File: config.mk
export PLATFORM = sky130hd
export DESIGN_NAME = stk_seq
export DESIGN_NICKNAME = d
export VERILOG_FILES = /design/src/rtl/stk_pkg.sv /design/src/rtl/stk_step.sv /design/src/rtl/stk_result.sv /design/src/rtl/stk_seq.sv
export SDC_FILE = /design/constraint.sdc
export NUM_CORES = 1
export LEC_CHECK = 0
export BUFFER_PORTS_ARGS = -buffer_cell sky130_fd_sc_hd__clkbuf_2
export CORE_UTILIZATION = 56
export CTS_CLUSTER_DIAMETER = 40
export DETAILED_ROUTE_END_ITERATION = 7
export PLACE_DENSITY = 0.81
export SLEW_MARGIN = 30
export SYNTH_ARGS = -nofsm -noshare
export SYNTH_HDL_FRONTEND = slang
export SYNTH_SLANG_ARGS = --single-unit
File: constraint.sdc
create_clock -name clk_i -period 3.02 [get_ports clk_i]
set_clock_uncertainty 0.1 [all_clocks]
set_input_delay 0 -clock clk_i [delete_from_list [all_inputs] [get_ports clk_i]]
set_output_delay 0 -clock clk_i [all_outputs]
set_load 0.03 [all_outputs]
File: src/rtl/stk_pkg.sv
package stk_pkg;
  localparam int unsigned AW   = 16;
  localparam int unsigned DW   = 8;
  localparam int unsigned OPW  = 4;
  localparam int unsigned MAXB = 5;
  localparam int unsigned KW   = $clog2(MAXB + 1);
  localparam int unsigned NB   = 4;
  localparam logic [AW-1:0] WIN_BASE = 16'h0800;
  localparam logic [AW-1:0] WIN_MASK = 16'h07FF;

  typedef logic [AW-1:0] addr_t;
  typedef logic [DW-1:0] byte_t;

  typedef enum logic [OPW-1:0] {
    OP_CALL_FAR   = 4'd0,
    OP_CALL_WIN   = 4'd1,
    OP_CALL_TBL   = 4'd2,
    OP_TRAP       = 4'd3,
    OP_RET_SUB    = 4'd4,
    OP_RET_INT    = 4'd5,
    OP_RET_TRAP   = 4'd6,
    OP_PUSH_PAIR  = 4'd7,
    OP_PUSH_FLAGS = 4'd8,
    OP_POP_PAIR   = 4'd9,
    OP_POP_FLAGS  = 4'd10
  } op_e;

  typedef struct packed {
    logic [1:0] n_wr;
    logic [1:0] n_rd;
    logic       vec;   // reads come from a fixed table, not the stack
  } plan_t;

  function automatic plan_t op_plan(logic [OPW-1:0] op);
    plan_t p;
    p = '0;
    case (op_e'(op))
      OP_CALL_FAR, OP_CALL_WIN, OP_PUSH_PAIR: p.n_wr = 2'd2;
      OP_CALL_TBL:  begin p.n_wr = 2'd2; p.n_rd = 2'd2; p.vec = 1'b1; end
      OP_TRAP:      begin p.n_wr = 2'd3; p.n_rd = 2'd2; p.vec = 1'b1; end
      OP_RET_SUB, OP_POP_PAIR:  p.n_rd = 2'd2;
      OP_RET_INT, OP_RET_TRAP:  p.n_rd = 2'd3;
      OP_PUSH_FLAGS: p.n_wr = 2'd1;
      OP_POP_FLAGS:  p.n_rd = 2'd1;
      default: ;
    endcase
    return p;
  endfunction

  function automatic logic [KW-1:0] plan_len(plan_t p);
    return KW'(p.n_wr) + KW'(p.n_rd);
  endfunction
endpackage

File: src/rtl/stk_step.sv
module stk_step
  import stk_pkg::*;
(
  input  plan_t              plan_i,
  input  logic [KW-1:0]      k_i,
  input  addr_t              wp_i,
  input  addr_t              vbase_i,
  input  logic [NB-1:0][DW-1:0] wb_i,
  output logic               we_o,
  output logic               re_o,
  output logic               rd_stk_o,
  output addr_t              addr_o,
  output byte_t              wdata_o,
  output logic               last_o,
  output logic [1:0]         ridx_o
);
  logic [KW-1:0] rd_full;

  // writes always precede reads within one operation
  assign we_o     = k_i < KW'(plan_i.n_wr);
  assign re_o     = !we_o;
  assign rd_stk_o = re_o && !plan_i.vec;
  assign rd_full  = k_i - KW'(plan_i.n_wr);
  assign ridx_o   = rd_full[1:0];
  assign wdata_o  = wb_i[k_i[1:0]];
  assign last_o   = (k_i == plan_len(plan_i) - KW'(1));

  always_comb begin
    if (we_o)            addr_o = wp_i - addr_t'(1);
    else if (plan_i.vec) addr_o = vbase_i + addr_t'(ridx_o);
    else                 addr_o = wp_i;
  end
endmodule

File: src/rtl/stk_result.sv
module stk_result
  import stk_pkg::*;
#(
  parameter int unsigned IE_BIT = 7
) (
  input  logic [OPW-1:0]        op_i,
  input  addr_t                 pc_i,
  input  addr_t                 tgt_i,
  input  byte_t                 flags_i,
  input  logic [AW-1:0]         pair_i,
  input  logic [NB-1:0][DW-1:0] rb_i,
  output addr_t                 pc_o,
  output byte_t                 flags_o,
  output logic [AW-1:0]         pair_o
);
  always_comb begin
    pc_o    = pc_i;
    flags_o = flags_i;
    pair_o  = pair_i;
    case (op_e'(op_i))
      OP_CALL_FAR: pc_o = tgt_i;
      OP_CALL_WIN: pc_o = WIN_BASE | (tgt_i & WIN_MASK);
      OP_CALL_TBL, OP_RET_SUB: pc_o = {rb_i[1], rb_i[0]};
      OP_TRAP: begin
        pc_o = {rb_i[1], rb_i[0]};
        flags_o[IE_BIT] = 1'b0;
      end
      OP_RET_INT, OP_RET_TRAP: begin
        pc_o    = {rb_i[1], rb_i[0]};
        flags_o = rb_i[2];
      end
      OP_POP_PAIR:  pair_o  = {rb_i[1], rb_i[0]};
      OP_POP_FLAGS: flags_o = rb_i[0];
      default: ;
    endcase
  end
endmodule

File: src/rtl/stk_seq.sv
module stk_seq
  import stk_pkg::*;
#(
  parameter logic [15:0] SP_INIT  = 16'hFE00,
  parameter logic [15:0] TBL_BASE = 16'h0040,
  parameter logic [15:0] TRAP_VEC = 16'h003E,
  parameter int unsigned IE_BIT   = 7
) (
  input  logic        clk_i,
  input  logic        rst_ni,
  input  logic        start_i,
  input  logic [3:0]  op_i,
  input  logic [15:0] pc_i,
  input  logic [1:0]  ilen_i,
  input  logic [7:0]  flags_i,
  input  logic [15:0] tgt_i,
  input  logic [15:0] pair_i,
  output logic        mem_we_o,
  output logic        mem_re_o,
  output logic [15:0] mem_addr_o,
  output logic [7:0]  mem_wdata_o,
  input  logic [7:0]  mem_rdata_i,
  output logic        busy_o,
  output logic        done_o,
  output logic [15:0] pc_o,
  output logic [15:0] sp_o,
  output logic [7:0]  flags_o,
  output logic [15:0] pair_o,
  output logic        nmi_srv_clr_o
);
  typedef enum logic [1:0] {ST_IDLE, ST_RUN, ST_DONE} st_e;

  st_e                   st;
  logic [KW-1:0]         k;
  addr_t                 sp_q, pc_q, tgt_q, vbase_q, vbase_d, ret_in;
  logic [OPW-1:0]        op_q;
  byte_t                 flags_q;
  logic [AW-1:0]         pair_q;
  logic [NB-1:0][DW-1:0] wb_q, wb_d, rb_q;
  plan_t                 plan_in, plan_q;

  logic       step_we, step_re, step_rd_stk, step_last;
  addr_t      step_addr;
  byte_t      step_wdata;
  logic [1:0] step_ridx;

  always_comb begin
    plan_in = op_plan(op_i);
    plan_q  = op_plan(op_q);
    ret_in  = pc_i + addr_t'(ilen_i);
    wb_d    = '0;
    case (op_e'(op_i))
      OP_CALL_FAR, OP_CALL_WIN, OP_CALL_TBL: begin
        wb_d[0] = ret_in[AW-1:DW];
        wb_d[1] = ret_in[DW-1:0];
      end
      OP_TRAP: begin
        wb_d[0] = flags_i;
        wb_d[1] = ret_in[AW-1:DW];
        wb_d[2] = ret_in[DW-1:0];
      end
      OP_PUSH_PAIR: begin
        wb_d[0] = pair_i[AW-1:DW];
        wb_d[1] = pair_i[DW-1:0];
      end
      OP_PUSH_FLAGS: wb_d[0] = flags_i;
      default: ;
    endcase
    vbase_d = (op_e'(op_i) == OP_CALL_TBL) ? TBL_BASE + addr_t'({tgt_i[4:0], 1'b0})
                                            : TRAP_VEC;
  end

  stk_step u_step (
    .plan_i   (plan_q),
    .k_i      (k),
    .wp_i     (sp_q),
    .vbase_i  (vbase_q),
    .wb_i     (wb_q),
    .we_o     (step_we),
    .re_o     (step_re),
    .rd_stk_o (step_rd_stk),
    .addr_o   (step_addr),
    .wdata_o  (step_wdata),
    .last_o   (step_last),
    .ridx_o   (step_ridx)
  );

  always_ff @(posedge clk_i or negedge rst_ni) begin
    if (!rst_ni) begin
      st      <= ST_IDLE;
      k       <= '0;
      sp_q    <= SP_INIT;
      op_q    <= '0;
      pc_q    <= '0;
      tgt_q   <= '0;
      flags_q <= '0;
      pair_q  <= '0;
      vbase_q <= '0;
      wb_q    <= '0;
      rb_q    <= '0;
    end else begin
      case (st)
        ST_IDLE: if (start_i) begin
          op_q    <= op_i;
          pc_q    <= pc_i;
          tgt_q   <= tgt_i;
          flags_q <= flags_i;
          pair_q  <= pair_i;
          vbase_q <= vbase_d;
          wb_q    <= wb_d;
          k       <= '0;
          st      <= (plan_len(plan_in) == '0) ? ST_DONE : ST_RUN;
        end
        ST_RUN: begin
          if (step_we)          sp_q <= sp_q - addr_t'(1);
          else if (step_rd_stk) sp_q <= sp_q + addr_t'(1);
          if (step_re) rb_q[step_ridx] <= mem_rdata_i;
          k <= k + KW'(1);
          if (step_last) st <= ST_DONE;
        end
        ST_DONE: st <= ST_IDLE;
        default: st <= ST_IDLE;
      endcase
    end
  end

  assign busy_o        = (st == ST_RUN);
  assign done_o        = (st == ST_DONE);
  assign mem_we_o      = busy_o && step_we;
  assign mem_re_o      = busy_o && step_re;
  assign mem_addr_o    = step_addr;
  assign mem_wdata_o   = step_wdata;
  assign sp_o          = sp_q;
  assign nmi_srv_clr_o = done_o && (op_e'(op_q) == OP_RET_INT);

  stk_result #(.IE_BIT(IE_BIT)) u_res (
    .op_i    (op_q),
    .pc_i    (pc_q),
    .tgt_i   (tgt_q),
    .flags_i (flags_q),
    .pair_i  (pair_q),
    .rb_i    (rb_q),
    .pc_o    (pc_o),
    .flags_o (flags_o),
    .pair_o  (pair_o)
  );


  sp_pre_dec_chk: assert property (@(posedge clk_i) disable iff (!rst_ni)
    mem_we_o |=> sp_o == $past(mem_addr_o));

  sp_post_inc_chk: assert property (@(posedge clk_i) disable iff (!rst_ni)
    (mem_re_o && step_rd_stk) |=> sp_o == $past(mem_addr_o) + 16'd1);

  rw_excl_chk: assert property (@(posedge clk_i) disable iff (!rst_ni)
    !(mem_we_o && mem_re_o));

  busy_done_excl_chk: assert property (@(posedge clk_i) disable iff (!rst_ni)
    !(busy_o && done_o));

  done_pulse_chk: assert property (@(posedge clk_i) disable iff (!rst_ni)
    done_o |=> !done_o);

  sp_quiet_chk: assert property (@(posedge clk_i) disable iff (!rst_ni)
    !busy_o |=> $stable(sp_o));

  nmi_clr_chk: assert property (@(posedge clk_i) disable iff (!rst_ni)
    nmi_srv_clr_o |-> done_o);

  ign_start_chk: assert property (@(posedge clk_i) disable iff (!rst_ni)
    (busy_o || done_o) |=> $stable(op_q));
endmodule

==> results.tsv <==
stage	metric	value	unit
job	MaxCap Viol Count	0	
die	num rows	42	
timing	total negative setup slack	0	ps
synth	Post-synth EDFFs	0	
die	CORE AREA	13400	sq um
critical_path	reg2reg setup slack	240	ps
global_routing	first-pass GRT wire length	41.48	mm
clock_network	clock buffer depth	2	
routing	DRT Pass-1 Iters	8	
clock_network	CTS Root Cell	clkbuf_16	
synth	top_reg_cell synth	dfrtp_1	
place	HPWL Detailed	16.83	mm
die	Die Y	119.7	um
critical_path	Worst EP arrival	2860	ps
power_and_ir_drop	pwr dens	1249	nW/um^2
global_routing	largest net degree at the start of global routing	62	
place	dpl ws	188.5	ps
global_routing	total congestion overflow	0	
clock_network	Clock transition at path regs	60	ps
die	die extent in x	119.7	um
critical_path	critical path class	reg -> out	
critical_path	R2R Path Start	op_q[1]	
synth	number of synthesized register bits	135	
timing	Pins Over Slew Limit	0	
critical_path	CP Data Required Time	2920	ps
global_routing	most crowded layer after global routing	met2	
routing	initial drt markers	1049	
critical_path	Worst setup SP type	register	
synth	syn_nets	950	
routing	via count	7998	
routing	vias per std cell	6.258	
layout	Syn-to-layout area delta	31.05	%
synth	Post-Syn Area	7762	sq um
clock_network	CTS tree	built	
global_routing	met3 Use GR	9.411	%
synth	sequential cell area fraction in the yosys report	43.63	%
routing	residual DRC count	0	
critical_path	reg2reg end	st[0]	
synth	main area contributors after synthesis	dfrtp_1, nand2_1, mux2_2	
synth	Synth top area share	41.26	%
synth	mean area per synthesized cell	9.005	sq um
timing	Slew HR	52.30	%
place	RePlAce Congestion	1.014	
synth	FFs w/ async S/R, synth	100.0	%
synth	warnings from Yosys	0	
die	Starting Density	57.93	%
routing	DR WL/cell	20.72	um
die	I/O pin count	158	
global_routing	initial antenna violation count	1	
timing	FMAX	338.0	MHz
synth	post-synthesis cell count	862	
status	status	complete, no violations	
synth	Synth cell types	71	
timing	crit share post-route	97.98	%
place	Port Buffers	157	
routing	antenna-violating nets left	0	
clock_network	TritonCTS sink count	135	
timing	Fin. Hold Viols	0	
timing	final worst slack	61.00	ps
routing	wirelength, routed	26.48	mm
timing	Least-Margin Pin Slew	709.6	ps
timing	Setup-failing EPs final	0	
layout	nets	1176	
synth	post-synth top area cell	dfrtp_1	
critical_path	Worst setup EP type	primary output	
clock_network	Worst-Skew Late Latency	420	ps
clock_network	Num CTS Buffers	17	
die	die area	14340	sq um
power_and_ir_drop	VDD IR-drop max	0.7021	mV
timing	Tmin final	2959	ps
power_and_ir_drop	Lkg Pwr	4.903	nW
global_routing	GRT Resource Usage Total	38.19	%
global_routing	met2 GRT Util	61.99	%
global_routing	number of global-route vias before repair	7849	
critical_path	crit path max fanout	5	
clock_network	htree depth	4	
critical_path	reg2reg path depth	13	
layout	layout cell share with drive strength beyond 1	27.61	%
min_path	Worst Hold Class	in -> async	
layout	Filler Cell Count	921	
global_routing	grt met1 use	47.67	%
==> worst max-delay path: stages, from the launching register on <==
cell,delay [ps]
dfrtp_2,420
nand2_2,100
nor2_1,90
a21oi_1,50
or2_2,300
inv_2,80
ha_4,150
xnor2_2,130
ha_2,210
ha_2,180
and3_4,180
xnor2_1,120
o22ai_1,100
a21o_1,160
buf_4,160
==> logic make-up (layout without fill, tap and decap cells) <==
group	count (synthesis)	in the layout	share of synthesized area [%]
xor+xnor	39	39	4.400
simple gates	376	376	22.52
flops	135	135	43.63
compound gates	164	164	14.43
other cells	0	1	0
mux	58	58	8.156
buf+inv	75	314	4.255
fa+ha+maj	15	15	2.611
==> worst max-delay path by stage <==
stage | startpoint | cells after the start | endpoint
global placement | op_q[0] | 12 | mem_addr_o[6]
CTS | op_q[0] | 14 | mem_addr_o[5]
finish | op_q[0] | 14 | mem_addr_o[5]
global route | op_q[0] | 14 | mem_addr_o[5]
floorplan | k[0] | 9 | mem_addr_o[3]
detailed placement | op_q[3] | 11 | st[0]
==> synth_stat cells (all sizes together), types with 9 or more instances <==
cell type  number
dfrtp         128
mux2i          16
nor3           11
nand2         244
a221oi          9
buf            18
a21oi          36
o21ai          47
a22oi           9
a222oi         18
clkbuf         32
ha             13
nand4          11
inv            25
nor2           34
xnor2          26
xor2           13
mux2           42
nand3          19
==> stage by stage <==
step	instance area (sq um)	hold WS [ps]	cells	util (%)	total power, mW
finish	10170	60.01	1278	75.91	12.70
floorplan	7762	-395.6	862	-	8.033
global route	10170	101.0	1278	75.91	13.35
global placement	8698	-6.939	1164	64.91	9.790
CTS	10130	57.12	1276	75.60	12.41
detailed placement	8698	-12.38	1164	64.91	9.966
==> state kept, by name, summed over array words and instances, names as in the netlist <==
register / count
rb_q: 24
wb_q: 24
pair_q: 16
pc_q: 16
sp_o: 16
tgt_q: 16
flags_q: 8
vbase_q: 6
op_q: 4
k: 3
st: 2
==> layer usage <==
| layer | wire length [um] | up-vias |
|---|---|---|
| met5 | 0 | - |
| met4 | 1198 | 0 |
| met3 | 2875 | 120 |
| met2 | 12600 | 579 |
| met1 | 9800 | 3838 |
| li1 | - | 3461 |
==> power breakdown <==
group | leakage (nW) | internal, mW | total, mW | switching [mW]
Clock | 0.298 | 1.41 | 2.21 | 0.804
Combinational | 2.95 | 2.49 | 7.05 | 4.56
Sequential | 1.65 | 2.60 | 3.44 | 0.838
==> cells in the final DEF, fill, tap and decap left out, types with 4 or more instances in the layout <==
cell type        n
a21o_1           4
a21oi_1         31
a21oi_2          5
a221oi_1         9
a222oi_1        18
a22o_1           8
a22oi_1          9
and2_1           8
and3_1           6
and4_1           4
buf_4           26
bufinv_16        4
clkbuf_16       17
clkbuf_2       155
dfrtp_1        124
dfrtp_2          4
dfstp_2          7
dlygate4sd3_1   75
ha_1            10
inv_1           24
mux2_2          42
mux2i_1         16
nand2_1        241
nand2b_1         6
nand3_1         18
nand4_1         10
nor2_1          31
nor3_1           9
o21ai_0         45
o22a_1           5
o22ai_1          4
or3_4            4
xnor2_1         25
xor2_1          13
==> final cells by class <==
cell class	count	area [sq um]	share of cell area, %
diodes	1	2.502	0.02460
clock buffers	21	450.4	4.428
clock inverters	11	171.4	1.685
inverters	25	93.84	0.9225
multi-input cells	652	4100	40.31
flip-flops and latches	135	3392	33.35
well taps	176	220.2	2.165
repair buffers	257	1742	17.12
==> repair_timing <==
| action | 4_1_cts | 5_1_grt |
|---|---|---|
| setup endpoints to repair | 12 | 12 |
| resized for setup | 8 | 12 |
| pin swaps | 1 | 1 |
| hold buffers | 75 | 0 |
| endpoints found under the hold margin | 164 | 0 |
| setup buffers | 5 | 1 |
Power figures use the tool's default switching activity.
